==> src/rtl/dma_req_pkg.sv <==
package dma_req_pkg;
  typedef enum logic [1:0] {
    MODE_EDGE  = 2'd0,
    MODE_LEVEL = 2'd1,
    MODE_STEAL = 2'd2,
    MODE_BURST = 2'd3
  } req_mode_e;

  typedef enum logic {
    ST_IDLE = 1'b0,
    ST_XFER = 1'b1
  } seq_state_e;
endpackage

==> src/rtl/dma_req_sync.sv <==
module dma_req_sync #(
  parameter int STAGES = 2
) (
  input  logic clk_i,
  input  logic rst_ni,
  input  logic pin_ni,
  output logic lvl_low_o,
  output logic fall_o
);
  localparam int SH_W = STAGES + 1;

  // sh[STAGES-1] is the synchronized pin, sh[STAGES] its previous value
  logic [SH_W-1:0] sh_q;

  always_ff @(posedge clk_i or negedge rst_ni) begin
    if (!rst_ni) sh_q <= '1;
    else         sh_q <= {sh_q[SH_W-2:0], pin_ni};
  end

  assign lvl_low_o = ~sh_q[STAGES-1];
  assign fall_o    = sh_q[STAGES] & ~sh_q[STAGES-1];

  p_fall_single_r4: assert property (@(posedge clk_i) disable iff (!rst_ni)
    fall_o |=> !fall_o);
endmodule

==> src/rtl/dma_req_count.sv <==
module dma_req_count #(
  parameter int CNT_W = 16
) (
  input  logic             clk_i,
  input  logic             rst_ni,
  input  logic             load_i,
  input  logic [CNT_W-1:0] load_val_i,
  input  logic             dec_i,
  output logic [CNT_W-1:0] count_o,
  output logic             last_o
);
  localparam logic [CNT_W-1:0] ONE = CNT_W'(1);

  logic [CNT_W-1:0] cnt_q;

  always_ff @(posedge clk_i or negedge rst_ni) begin
    if (!rst_ni)     cnt_q <= '0;
    else if (load_i) cnt_q <= load_val_i;
    else if (dec_i)  cnt_q <= cnt_q - ONE;
  end

  assign count_o = cnt_q;
  assign last_o  = (cnt_q == ONE);

  p_count_dec_r10: assert property (@(posedge clk_i) disable iff (!rst_ni)
    (dec_i && !load_i) |=> (count_o == $past(count_o) - ONE));

  p_idle_hold_r11: assert property (@(posedge clk_i) disable iff (!rst_ni)
    (!dec_i && !load_i) |=> $stable(count_o));
endmodule

==> src/rtl/dma_req_seq.sv <==
module dma_req_seq
  import dma_req_pkg::*;
#(
  parameter int CNT_W       = 16,
  parameter int SYNC_STAGES = 2
) (
  input  logic             clk_i,
  input  logic             rst_ni,
  input  logic [1:0]       cfg_mode_i,
  input  logic             start_i,
  input  logic [CNT_W-1:0] count_i,
  input  logic             dreq_ni,
  input  logic             unit_done_i,
  output logic             unit_req_o,
  output logic             bus_req_o,
  output logic             enable_o,
  output logic [CNT_W-1:0] count_o,
  output logic             xfer_end_o
);
  seq_state_e state_q;
  req_mode_e  mode_q;
  logic       enable_q, end_q;
  logic       lvl_low, fall, last, fire, done_ok, accept;

  dma_req_sync #(.STAGES(SYNC_STAGES)) u_sync (
    .clk_i    (clk_i),
    .rst_ni   (rst_ni),
    .pin_ni   (dreq_ni),
    .lvl_low_o(lvl_low),
    .fall_o   (fall)
  );

  assign done_ok = (state_q == ST_XFER) && unit_done_i;
  assign accept  = start_i && !enable_q && (count_i != '0);

  dma_req_count #(.CNT_W(CNT_W)) u_count (
    .clk_i     (clk_i),
    .rst_ni    (rst_ni),
    .load_i    (accept),
    .load_val_i(count_i),
    .dec_i     (done_ok),
    .count_o   (count_o),
    .last_o    (last)
  );

  always_comb begin
    unique case (mode_q)
      MODE_EDGE:  fire = enable_q && fall;
      MODE_LEVEL: fire = enable_q && lvl_low;
      default:    fire = enable_q;
    endcase
  end

  always_ff @(posedge clk_i or negedge rst_ni) begin
    if (!rst_ni) begin
      state_q  <= ST_IDLE;
      mode_q   <= MODE_EDGE;
      enable_q <= 1'b0;
      end_q    <= 1'b0;
    end else begin
      end_q <= done_ok && last;
      if (accept) begin
        enable_q <= 1'b1;
        mode_q   <= req_mode_e'(cfg_mode_i);
      end else if (done_ok && last) begin
        enable_q <= 1'b0;
      end
      unique case (state_q)
        ST_IDLE: if (fire) state_q <= ST_XFER;
        ST_XFER: if (done_ok && (last || mode_q != MODE_BURST)) state_q <= ST_IDLE;
        default: state_q <= ST_IDLE;
      endcase
    end
  end

  // bus stays requested for as long as a unit (or a burst of units) is open
  assign unit_req_o = (state_q == ST_XFER);
  assign bus_req_o  = (state_q == ST_XFER);
  assign enable_o   = enable_q;
  assign xfer_end_o = end_q;

  p_req_needs_en_r10: assert property (@(posedge clk_i) disable iff (!rst_ni)
    unit_req_o |-> enable_o);

  p_end_clears_r10: assert property (@(posedge clk_i) disable iff (!rst_ni)
    xfer_end_o |-> (!enable_o && !bus_req_o && count_o == '0));

  p_start_ignored_r2: assert property (@(posedge clk_i) disable iff (!rst_ni)
    (start_i && enable_o && !unit_done_i) |=> (enable_o && $stable(count_o)));

  p_edge_needs_fall_r4: assert property (@(posedge clk_i) disable iff (!rst_ni)
    ($rose(unit_req_o) && mode_q == MODE_EDGE) |-> $past(fall));

  p_steal_gap_r8: assert property (@(posedge clk_i) disable iff (!rst_ni)
    (bus_req_o && unit_done_i && mode_q != MODE_BURST) |=> !bus_req_o);

  p_burst_hold_r9: assert property (@(posedge clk_i) disable iff (!rst_ni)
    (bus_req_o && unit_done_i && mode_q == MODE_BURST && count_o > CNT_W'(1)) |=> bus_req_o);

  p_level_stop_r7: assert property (@(posedge clk_i) disable iff (!rst_ni)
    (!unit_req_o && mode_q == MODE_LEVEL && !lvl_low) |=> !unit_req_o);
endmodule

==> config.mk <==
export PLATFORM = sky130hd
export DESIGN_NAME = dma_req_seq
export DESIGN_NICKNAME = d
export VERILOG_FILES = /design/src/rtl/dma_req_pkg.sv /design/src/rtl/dma_req_sync.sv /design/src/rtl/dma_req_count.sv /design/src/rtl/dma_req_seq.sv
export SDC_FILE = /design/constraint.sdc
export NUM_CORES = 1
export LEC_CHECK = 0
export CORE_UTILIZATION = 66
export DETAILED_ROUTE_END_ITERATION = 16
export DONT_BUFFER_PORTS = 1
export MAX_ROUTING_LAYER = met4
export PLACE_DENSITY = 0.91
export SLEW_MARGIN = 20
export SYNTH_ARGS = -nofsm -noshare
export SYNTH_HDL_FRONTEND = slang
export SYNTH_SLANG_ARGS = --single-unit
export TNS_END_PERCENT = 10
==> constraint.sdc <==
create_clock -name clk_i -period 3.8 [get_ports clk_i]
set_input_delay 0.57 -clock clk_i [delete_from_list [all_inputs] [get_ports clk_i]]
set_output_delay 0.57 -clock clk_i [all_outputs]
set_load 0.05 [all_outputs]
=== Word level (Yosys, flattened, before mapping) ===
Index checks and enable logic that the tools add are counted.

* Bitwise gates (word level): 3
* Equal/unequal tests: 3
* Mux-type cells: 8
* Add/subtract/negate cells: 1
* Reductions and logical operators: 13

{| class="wikitable"
|+ Operators by type and width
! cell !! count
|-
| 16-bit two-way mux || 2
|-
| 16-bit by 1-bit equality test with 1-bit output (second input constant) || 1
|-
| 16-bit nonzero test || 1
|-
| 16-bit by 1-bit subtractor with 16-bit output (second input constant) || 1
|-
| 1-bit logical AND || 7
|-
| 1-bit two-way mux || 4
|-
| 1-bit one-hot mux with 2 select lines || 2
|-
| 2-bit nonzero test || 2
|-
| 2-bit by 1-bit equality test with 1-bit output (second input constant) || 1
|-
| 2-bit logical NOT || 1
|-
| 2-bit != test (second input constant) || 1
|-
| 1-bit NOT || 2
|-
| 1-bit bitwise AND || 1
|-
| 1-bit logical NOT || 1
|-
| 1-bit logical OR || 1
|}

* Output and inout port bits: 20
* Register bits: 24
* Word-level logic and storage cells: 34

=== Depth between registers and ports, before layout ===
Gate-level depths: netlist (run 1).

* Word-level depth: 6
* Gate-level depth with buffers: 6

=== Cells and area by module ===
A second synthesis (run 1) with hierarchy kept.

* Cells, all modules: 129
* Area, all modules: 1,307.5 um2

{| class="wikitable"
|+ Modules (own cells, without submodules)
! module !! area each (um2) !! cells an instance !! times used
|-
| dma_req_count || 920.9 || 101 || 1
|-
| dma_req_seq || 297.8 || 23 || 1
|-
| dma_req_sync || 88.8 || 5 || 1
|}

=== Worst setup path before layout (run 1) ===
No wires, ideal clock.

* Kind: register to register
* Start point: reg u_count.cnt_q[4], in the netlist u_count.count_o[4]
* End point: reg u_count.cnt_q[11], in the netlist u_count.count_o[11]
* Path buffers: 1
* Library setup time: 0.127 ns
* Arrival time: 1.846 ns
* Cell stages (with the launch flop): 6
* Setup slack: 1.826 ns
* Cell sequence: dfrtp_1 -> or4_1 -> buf_6 -> nor4_4 -> xnor2_1 -> o21ai_2

* Longest elaborated chain between the ends: 3

{| class="wikitable"
|+ Ends and longest elaborated chain
! what !! line !! source
|-
| from (decl) || dma_req_count.sv:14 || <nowiki>logic [CNT_W-1:0] cnt_q;</nowiki>
|-
| from (signal assigned) || dma_req_count.sv:18 || <nowiki>else if (load_i) cnt_q <= load_val_i;</nowiki>
|-
| from (signal assigned) || dma_req_count.sv:19 || <nowiki>else if (dec_i) cnt_q <= cnt_q - ONE;</nowiki>
|-
| 16-bit by 1-bit subtractor with 16-bit output || dma_req_count.sv:19 ||
|-
| 16-bit two-way mux || dma_req_count.sv:19 ||
|-
| 16-bit two-way mux || dma_req_count.sv:18 ||
|}

Every way passes these cells. The select of a mux whose other input is x is not followed.
A chain may end at the register's enable or synchronous reset.

=== Final worst setup path (run 1) ===
* Start point: reg u_count.cnt_q[2], in the netlist u_count.count_o[2]
* End point: reg u_count.cnt_q[15], in the netlist u_count.count_o[15]

Same word-level chain as after synthesis.

==> impl_metrics.json, run 1 <==
{
  "fp-row-count": 15,
  "detail_route.drc_violations": 0,
  "p_leak_nw": 0.482,
  "final_nets": 158,
  "critical_path.startpoint_type": "register",
  "cts.sink_count": 24,
  "power-per-cell-area_nw_per_um2": 928,
  "cts_inserted_buffers": 3,
  "worst-setup-path-type": "register to register",
  "route.final.wire_length_mm": 2.93,
  "yosysSeqAreaShare_pct": 46.3,
  "actual_transition_at_the_worst_max_transition_pin_ps": 962,
  "fp.dieH_um": 46.5,
  "vdd_ir_drop_max_mv": 0.627,
  "min_path_type": "input pin to asynchronous set/reset pin",
  "num_io_pins": 43,
  "setup-tns-final_ps": 0,
  "postSynthRegisterBits": 24,
  "vias_per_cell": 6.62,
  "crit_cells": 4,
  "globalRoute.totalOverflow": 0,
  "total_setup_violations_reported_at_the_end_of_the_flow": 0,
  "drt_first_pass_iters": 4,
  "post_cts.resized_instances": 0,
  "core_area_sq_um": 1780,
  "regToRegStartpoint": "u_count.count_o[2]",
  "crit-reg2reg-capture": "u_count.count_o[15]",
  "drt.antenna.violating_nets": 0,
  "num-fill-cells": 130,
  "clock.fmax_mhz": 455,
  "number_of_unique_standard_cell_types_used_by_synthesis": 35,
  "detailroute.via_count": 1040,
  "setup_repair_after_global_routing_missed_its_margin": "false",
  "clk-insertion-delay-late_ps": 320,
  "relSlewSlack_pct": 35.6,
  "dr.first_iter.drc_count": 59,
  "portbufs": 0,
  "avgSynthCellArea_sq_um": 9.96,
  "drv.max_cap_violation_count": 0,
  "run_status": "completed",
  "synth_area_sq_um": 1310,
  "cts_root_buf": "sky130_fd_sc_hd__clkbuf_4",
  "path_max_fanout": 7,
  "slew_violations": 0,
  "crit_buf_inv": 0,
  "antenna_found_initial": 0,
  "cts.reportedPaths.clkPinSlew_ps": 130,
  "required_ps": 4000,
  "timing.hold.ws_ps": 92.3,
  "number_of_antenna_diodes": 0,
  "critical_path_arrival_ps": 2400,
  "design_power_total_mw": 1.26,
  "timing.final.crit_share_pct": 57.9,
  "worst_path_most_repeated_cell": "sky130_fd_sc_hd__o31a_1",
  "area_growth_pct": 4.31,
  "synth.yosys.warnings": 0,
  "cts.path.max_buffers": 2,
  "grt_pass1_wl_mm": 4.65,
  "drive_gt1_share_pct": 13.6,
  "effective_utilization_at_floorplan_pct": 73.2,
  "synth_nets": 156,
  "critPathMaxStageDelay_ps": 650,
  "die_footprint_sq_um": 2160,
  "cts_tree": "done",
  "pin_count_of_the_biggest_net_entering_global_routing": 32,
  "syn-instance-count": 131,
  "most-common-layout-cells": "sky130_fd_sc_hd__dfrtp_1, sky130_fd_sc_hd__nand2_1, sky130_fd_sc_hd__xnor2_1",
  "grt_pass1_vias": 1039,
  "worstRegToRegCells": 4,
  "gp_congestion": 0.894,
  "final_core_util_pct": 76.4,
  "critical-path-top-delay-family": "simple AND/OR/NAND/NOR gates",
  "die-width_um": 46.5,
  "cts_hold_buf": 1,
  "register_to_register_setup_slack_ps": 1600,
  "fin_worst_skew_ps": 16.4,
  "worstPathCellList": "nor4bb_1 -> nand4_1 -> o31a_1 -> o31a_1",
  "report.final.hold_viol_count": 0,
  "place.detailed.hpwl_mm": 2.14,
  "wl_per_cell_um": 18.7,
  "post_cts_setup_repair_buffer_count": 0,
  "grt_usage_pct": 33.0,
  "worstSetupEndpointType": "register",
  "clock_tree.htree_level_count": 1,
  "mostFrequentLayoutCell": "sky130_fd_sc_hd__dfrtp_1",
  "crit_path_top_delay_cell": "sky130_fd_sc_hd__dfrtp_1",
  "final.min_clock_period_ps": 2200
}
## how the worst max path moves through the flow
stage,startpoint,to,slack [ps]
final,u_count.count_o[2],u_count.count_o[15],1600
after global routing,u_count.count_o[2],u_count.count_o[15],1410
after CTS,u_count.count_o[4],u_count.count_o[11],1590
after detailed placement,u_count.count_o[4],u_count.count_o[11],1610
after global placement,u_count.count_o[4],u_count.count_o[11],1710
after floorplan,u_count.count_o[4],u_count.count_o[11],1830
## cell families (layout without fill, tap and decap cells)
| kind of cell | count (synthesis) | after routing | synth area share (%) |
|---|---|---|---|
| buffers and inverters | 8 | 9 | 3.16 |
| AOI/OAI and AO/OA | 24 | 24 | 10.9 |
| muxes | 3 | 3 | 2.59 |
| and+or+nand+nor | 57 | 57 | 26.4 |
| DFF | 24 | 24 | 46.3 |
| adders and majority gates | 2 | 2 | 1.92 |
| xor gates and xnor gates | 13 | 13 | 8.72 |
## stage by stage
stage                     instance area (sq um)  setup slack, ps  cells
final                                      1360             1600    157
after global routing                       1360             1410    157
after CTS                                  1360             1590    157
after detailed placement                   1330             1610    152
after global placement                     1330             1710    152
after floorplan                            1310             1830    131
## cells in the mapped netlist
master	n	area (sq um)
sky130_fd_sc_hd__buf_6	1	11.3
sky130_fd_sc_hd__dfrtp_1	21	526
sky130_fd_sc_hd__nor4_2	3	37.5
sky130_fd_sc_hd__nor2_1	7	26.3
sky130_fd_sc_hd__nand4bb_1	1	11.3
sky130_fd_sc_hd__dfstp_2	3	78.8
sky130_fd_sc_hd__mux2_2	3	33.8
sky130_fd_sc_hd__nand2_1	16	60.1
sky130_fd_sc_hd__ha_1	2	25.0
sky130_fd_sc_hd__nor4bb_1	1	10.0
sky130_fd_sc_hd__nand2b_1	4	25.0
sky130_fd_sc_hd__nand4_1	3	18.8
sky130_fd_sc_hd__a21oi_1	3	15.0
sky130_fd_sc_hd__nor3_1	4	20.0
sky130_fd_sc_hd__or4_1	2	15.0
sky130_fd_sc_hd__nor4_4	1	21.3
sky130_fd_sc_hd__nand3_1	1	5.00
sky130_fd_sc_hd__nor4_1	9	56.3
sky130_fd_sc_hd__a21bo_1	1	10.0
sky130_fd_sc_hd__o21ai_2	1	8.76
sky130_fd_sc_hd__o21ai_1	5	25.0
sky130_fd_sc_hd__or4b_1	1	10.0
sky130_fd_sc_hd__inv_1	2	7.51
sky130_fd_sc_hd__o21ai_0	10	50.1
sky130_fd_sc_hd__clkbuf_1	4	15.0
sky130_fd_sc_hd__a41oi_1	1	8.76
sky130_fd_sc_hd__xnor2_1	11	96.3
sky130_fd_sc_hd__or2_2	1	6.26
sky130_fd_sc_hd__xor2_1	2	17.5
sky130_fd_sc_hd__o31a_1	2	17.5
sky130_fd_sc_hd__buf_4	1	7.51
sky130_fd_sc_hd__or3_1	1	6.26
sky130_fd_sc_hd__nor2b_1	1	6.26
sky130_fd_sc_hd__nor4b_1	1	8.76
sky130_fd_sc_hd__o211ai_1	1	7.51
## report_power, final
part / internal (mW) / switching (mW)
clock network: 0.0410 / 0.0719
logic: 0.151 / 0.194
registers: 0.344 / 0.461
## cell type report
class | instances | area (sq um) | share of cell area, %
inverters | 2 | 7.51 | 0.551
repair buffers | 3 | 25.0 | 1.84
well taps | 25 | 31.3 | 2.30
clock buffers | 4 | 26.3 | 1.93
multi-input cells | 99 | 667 | 49.0
flip-flops and latches | 24 | 604 | 44.4
## sequential cells by signal (all words and copies together) (netlist names)
register	cells
u_count.count_o	16
mode_q	2
bus_req_o	1
u_sync.sh_q	3
xfer_end_o	1
enable_o	1
## metal layers
| metal | GRT usage, % | vias up | wire length (um) |
|---|---|---|---|
| met5 | - | - | 0 |
| met4 | 15.3 | 0 | 75 |
| met3 | 7.06 | 9 | 288 |
| met2 | 48.3 | 65 | 1420 |
| met1 | 43.7 | 488 | 1140 |
| li1 | - | 478 | - |
Power figures use the tool's default switching activity.
==> run 2: changes to the inputs <==
--- a/config.mk
+++ b/config.mk
@@ -5,11 +5,11 @@
 export SDC_FILE = /design/constraint.sdc
 export NUM_CORES = 1
 export LEC_CHECK = 0
-export CORE_UTILIZATION = 66
+export CORE_UTILIZATION = 55
 export DETAILED_ROUTE_END_ITERATION = 16
 export DONT_BUFFER_PORTS = 1
 export MAX_ROUTING_LAYER = met4
-export PLACE_DENSITY = 0.91
+export PLACE_DENSITY = 0.82
 export SLEW_MARGIN = 20
 export SYNTH_ARGS = -nofsm -noshare
 export SYNTH_HDL_FRONTEND = slang
==> constraint.sdc (replaced) <==
create_clock -name clk_i -period 2 [get_ports clk_i]
set_input_delay 0.3 -clock clk_i [delete_from_list [all_inputs] [get_ports clk_i]]
set_output_delay 0.3 -clock clk_i [all_outputs]
set_load 0.05 [all_outputs]
==> run 2 against run 1 <==
  * Non-clock buffer count grew 22
  * Worst setup slack lost 1500 ps
  * Maximum frequency grew 16%
  * Highest routed layer unchanged
  * Flip-flop and latch count is the same
  * Clock power grew to 3.1 times the previous value
  * Largest cell class unchanged
==> impl_metrics.json, run 2 (same netlist as run 1, synthesis figures left out) <==
{
  "post_cts.resized_instances": 0,
  "run_status": "completed",
  "required_ps": 2200,
  "path_max_fanout": 7,
  "area_growth_pct": 19.3,
  "cts_inserted_buffers": 3,
  "post_cts_setup_repair_buffer_count": 0,
  "crit_start": "u_count.count_o[4]",
  "timing.final.crit_share_pct": 94.9,
  "report.final.hold_viol_count": 0,
  "gp_congestion": 0.872,
  "drt_first_pass_iters": 6,
  "total_setup_violations_reported_at_the_end_of_the_flow": 0,
  "clock_power_share_pct": 12.5,
  "die_footprint_sq_um": 2570,
  "cts_hold_buf": 2,
  "place.detailed.hpwl_mm": 2.38,
  "setup_repair_after_global_routing_missed_its_margin": "false",
  "die-width_um": 50.7,
  "portbufs": 0,
  "cts_root_buf": "sky130_fd_sc_hd__clkbuf_4",
  "cts.sink_count": 24,
  "critical_path.startpoint_type": "register",
  "drv.max_cap_violation_count": 0,
  "core_area_sq_um": 2230,
  "largest_register_ffs": 16,
  "drive_gt1_share_pct": 26.0,
  "vias_per_cell": 6.19,
  "pin_count_of_the_biggest_net_entering_global_routing": 25,
  "fp-row-count": 17,
  "clock.fmax_mhz": 527,
  "p_int_mw": 1.37,
  "power.switching_fraction_pct": 51.5,
  "final_nets": 180,
  "cts.reportedPaths.clkPinSlew_ps": 130,
  "p_leak_nw": 0.601,
  "slew_violations": 0,
  "min_to": "u_count.count_o[10]",
  "detail_route.drc_violations": 0,
  "clock_tree.htree_level_count": 1,
  "fin_worst_skew_ps": 1.53,
  "effective_utilization_at_floorplan_pct": 58.4,
  "detailroute.via_count": 1126,
  "crit-reg2reg-capture": "u_count.count_o[9]",
  "num-fill-cells": 179,
  "clk-insertion-delay-late_ps": 320,
  "globalRoute.totalOverflow": 0,
  "mostFrequentLayoutCell": "sky130_fd_sc_hd__buf_4",
  "min_path_type": "input pin to register",
  "most-common-layout-cells": "sky130_fd_sc_hd__buf_4, sky130_fd_sc_hd__dfrtp_1, sky130_fd_sc_hd__nand2_1",
  "worst-setup-path-type": "register to register",
  "cts.path.max_buffers": 2,
  "design_power_total_mw": 2.83,
  "power.share.combinational_pct": 57.0,
  "worst_hold_depth": 2,
  "cts_tree": "done",
  "dr.first_iter.drc_count": 25,
  "antenna_found_initial": 0,
  "critical_path_arrival_ps": 2100,
  "wl_per_cell_um": 17.6,
  "regToRegStartpoint": "u_count.count_o[4]",
  "worstSetupEndpointType": "register",
  "relSlewSlack_pct": 62.8,
  "switchingPower_mw": 1.46,
  "power.share.sequential_pct": 30.5,
  "route.final.wire_length_mm": 3.20,
  "power-per-cell-area_nw_per_um2": 1820,
  "worstRegToRegCells": 4,
  "drt.antenna.violating_nets": 0,
  "num_io_pins": 43,
  "grt_pass1_vias": 1149,
  "grt_usage_pct": 28.2,
  "worst_hold_startpoint": "count_i[10]",
  "vdd_ir_drop_max_mv": 1.42,
  "setup-tns-final_ps": 0,
  "fp.dieH_um": 50.7,
  "register_to_register_setup_slack_ps": 100,
  "final.min_clock_period_ps": 1900,
  "number_of_antenna_diodes": 0,
  "actual_transition_at_the_worst_max_transition_pin_ps": 551,
  "grt_pass1_wl_mm": 5.21
}
## run 2: cell types whose count changed in the layout (fill, tap and decap cells not counted)
| cell | previous run | this run |
|---|---|---|
| sky130_fd_sc_hd__buf_4 | 2 | 22 |
| sky130_fd_sc_hd__buf_2 | 0 | 1 |
| sky130_fd_sc_hd__bufinv_16 | 0 | 1 |
| sky130_fd_sc_hd__clkbuf_1 | 1 | 0 |
| sky130_fd_sc_hd__dlygate4sd3_1 | 1 | 2 |
## run 2: how the worst max path moves through the flow
stage                           to  cells past startpoint
2_1_floorplan  u_count.count_o[11]                      5
3_3_place_gp   u_count.count_o[11]                      4
3_5_place_dp   u_count.count_o[11]                      4
4_1_cts        u_count.count_o[11]                      4
5_1_grt        u_count.count_o[15]                      4
6_report        u_count.count_o[9]                      4
## run 2: critical path, stage by stage (launching register included)
cell and delay (ps):
sky130_fd_sc_hd__dfrtp_1 410, sky130_fd_sc_hd__or4_1 720, sky130_fd_sc_hd__nor4_2 340, sky130_fd_sc_hd__xnor2_1 180, sky130_fd_sc_hd__o21ai_1 120
## run 2: per-layer routing
| layer | part of all wire [%] | vias to the layer above | routed length (um) | GRT usage [%] |
|---|---|---|---|---|
| li1 | - | 520 | - | - |
| met2 | 46 | 61 | 1480 | 42.9 |
| met3 | 10 | 10 | 332 | 11.5 |
| met1 | 42 | 535 | 1340 | 34.4 |
| met5 | 0 | - | 0 | - |
| met4 | 1.8 | 0 | 57 | 8.33 |
## run 2: final cells by class
class	count	area, sq um	area share (%)
inverter	2	7.51	0.482
clock inverter	1	30.0	1.93
multi-input combinational	99	667	42.8
sequential	24	604	38.8
tap	28	35.0	2.25
clock buffer	3	22.5	1.45
timing repair buffer	25	190	12.2
## run 2: power by group through the flow
stage / Clock [mW] / Combinational (mW) / Sequential (mW)
4_1_cts: 0.367 / 1.61 / 0.856
3_5_place_dp: 0 / 1.58 / 0.868
6_report: 0.355 / 1.61 / 0.862
3_3_place_gp: 0 / 1.54 / 0.846
5_1_grt: 0.375 / 1.71 / 0.882
2_1_floorplan: 0 / 0.567 / 1.46
## run 2: per-stage QoR
stage	util [%]	hold WS (ps)	cells	instance area (sq um)	setup WS (ps)
after global placement	66.2	5.13	175	1480	208
final	69.7	84.7	182	1560	102
after floorplan	-	4.41	131	1310	26.3
after detailed placement	66.2	5.24	175	1480	154
after global routing	69.7	77.5	182	1560	20.9
after CTS	69.5	68.8	181	1550	128
==> run 3: changes to the inputs <==
--- a/config.mk
+++ b/config.mk
@@ -5,11 +5,13 @@
 export SDC_FILE = /design/constraint.sdc
 export NUM_CORES = 1
 export LEC_CHECK = 0
+export CAP_MARGIN = 15
 export CORE_UTILIZATION = 55
 export DETAILED_ROUTE_END_ITERATION = 16
 export DONT_BUFFER_PORTS = 1
 export MAX_ROUTING_LAYER = met4
 export PLACE_DENSITY = 0.82
+export RECOVER_POWER = 25
 export SLEW_MARGIN = 20
 export SYNTH_ARGS = -nofsm -noshare
 export SYNTH_HDL_FRONTEND = slang
==> run 3 against run 2 <==
  * Via count fell by 0.89%
  * Clock power barely moved
  * Hold slack improved by 2.6 ps
  * Critical path depth did not move
  * Die area did not move
  * Total power fell by 0.18%
  * Clock-buffer cell count did not move
==> impl_metrics.json, run 3 (same netlist as run 1, synthesis figures left out) <==
{
  "crit_path_top_delay_cell": "sky130_fd_sc_hd__or4_1",
  "critPathMaxStageDelay_ps": 720,
  "timing.final.crit_share_pct": 94.4,
  "num-fill-cells": 177,
  "mostFrequentLayoutCell": "sky130_fd_sc_hd__buf_4",
  "clock_tree.htree_level_count": 1,
  "post_cts.resized_instances": 0,
  "actual_transition_at_the_worst_max_transition_pin_ps": 1300,
  "fp.dieH_um": 50.7,
  "critical-path-top-delay-family": "simple AND/OR/NAND/NOR gates",
  "dpl_cell_area_sq_um": 1480,
  "most-common-layout-cells": "sky130_fd_sc_hd__buf_4, sky130_fd_sc_hd__dfrtp_1, sky130_fd_sc_hd__nand2_1",
  "design_power_total_mw": 2.82,
  "detailroute.via_count": 1116,
  "detail_route.drc_violations": 0,
  "grt_usage_pct": 28.2,
  "effective_utilization_at_floorplan_pct": 58.4,
  "worstPathCellList": "or4_1 -> nor4_2 -> xnor2_1 -> o21ai_1",
  "clk-insertion-delay-late_ps": 320,
  "die-width_um": 50.7,
  "antenna_found_initial": 0,
  "report.final.hold_viol_count": 0,
  "vias_per_cell": 6.13,
  "slew_violations": 0,
  "drt.antenna.violating_nets": 0,
  "total_setup_violations_reported_at_the_end_of_the_flow": 0,
  "cts_root_buf": "sky130_fd_sc_hd__clkbuf_4",
  "cts.reportedPaths.clkPinSlew_ps": 130,
  "relSlewSlack_pct": 13.1,
  "dr.first_iter.drc_count": 22,
  "die_footprint_sq_um": 2570,
  "area_growth_pct": 19.2,
  "crit_buf_inv": 0,
  "final_core_util_pct": 69.6,
  "multiInputGateArea_sq_um": 667,
  "gp_congestion": 0.872,
  "worst-setup-path-type": "register to register",
  "largest_register_ffs": 16,
  "clock.fmax_mhz": 530,
  "portbufs": 0,
  "run_status": "completed",
  "wl_per_cell_um": 17.4,
  "drt_first_pass_iters": 4,
  "path_max_fanout": 7,
  "post_cts_setup_repair_buffer_count": 0,
  "place.detailed.hpwl_mm": 2.38,
  "required_ps": 2200,
  "power-per-cell-area_nw_per_um2": 1820,
  "setup_repair_after_global_routing_missed_its_margin": "false",
  "final.min_clock_period_ps": 1890,
  "grt_pass1_wl_mm": 5.21,
  "num_io_pins": 43,
  "crit_cells": 4,
  "drive_gt1_share_pct": 24.7,
  "setup-tns-final_ps": 0,
  "globalRoute.totalOverflow": 0,
  "route.final.wire_length_mm": 3.17,
  "cts.path.max_buffers": 2,
  "sequential_cell_area_sq_um": 604,
  "worst_hold_depth": 2,
  "cts_tree": "done",
  "critical_path.startpoint_type": "register",
  "fp-row-count": 17,
  "finish.instance_area_sq_um": 1560,
  "p_leak_nw": 0.598,
  "number_of_antenna_diodes": 0,
  "drv.max_cap_violation_count": 0,
  "worstSetupEndpointType": "register",
  "cts_inserted_buffers": 3,
  "cts.sink_count": 24,
  "grt_pass1_vias": 1149,
  "pin_count_of_the_biggest_net_entering_global_routing": 25,
  "core_area_sq_um": 2230,
  "vdd_ir_drop_max_mv": 1.42,
  "worstRegToRegCells": 4,
  "fin_worst_skew_ps": 1.53,
  "final_nets": 180,
  "critical_path_arrival_ps": 2090,
  "min_path_type": "input pin to register",
  "cts_hold_buf": 2
}
[run 3: changes by cell type in the layout (fill, tap and decap cells not counted), sizes merged]
| cell | delta |
|---|---|
| buf | -1 |
| clkbuf | +1 |
[run 3: metal layers]
layer	global-route usage, %	vias to the layer above	wire length (um)
li1	-	520	-
met1	34.4	528	1330
met2	42.9	62	1480
met3	11.5	6	315
met4	8.33	0	45
met5	-	-	0
[run 3: worst register-to-register path, delay by kind of cell (launching register included)]
kind,cells,cell delay (ps)
compound gates,1,120
xor+xnor,1,180
simple gates,2,1060
flops,1,410
[run 3: where the power goes]
group          internal, mW  leakage (nW)  total [mW]  switching [mW]
clock                 0.203        0.0279       0.353           0.150
sequential            0.667         0.283       0.860           0.193
combinational         0.501         0.287        1.61            1.11
total                  1.37         0.598        2.82            1.45
[run 3: final cells by class]
class	count	area share, %
clock inverter	1	1.93
timing repair buffer	25	12.1
tap	28	2.25
multi-input combinational	99	42.9
inverter	2	0.483
clock buffer	3	1.45
sequential	24	38.9
[run 3: final timing paths]
| path | to | startpoint | slack [ps] |
|---|---|---|---|
| worst min register to register | u_sync.sh_q[1] | u_sync.sh_q[0] | 380 |
| min in group asynchronous | u_count.count_o[4] | rst_ni | 780 |
| worst max register to register | u_count.count_o[9] | u_count.count_o[4] | 110 |
| max in group asynchronous | u_count.count_o[5] | rst_ni | 460 |
| worst max-delay path | u_count.count_o[9] | u_count.count_o[4] | 110 |
| worst min-delay path | u_count.count_o[10] | count_i[10] | 90 |
[run 3: stage by stage]
step	hold WS, ps	setup slack (ps)	cells
floorplan	4.41	26.3	131
global placement	5.13	208	175
detailed placement	5.24	154	175
CTS	68.8	128	181
global route	77.5	20.9	182
finish	87.3	112	182
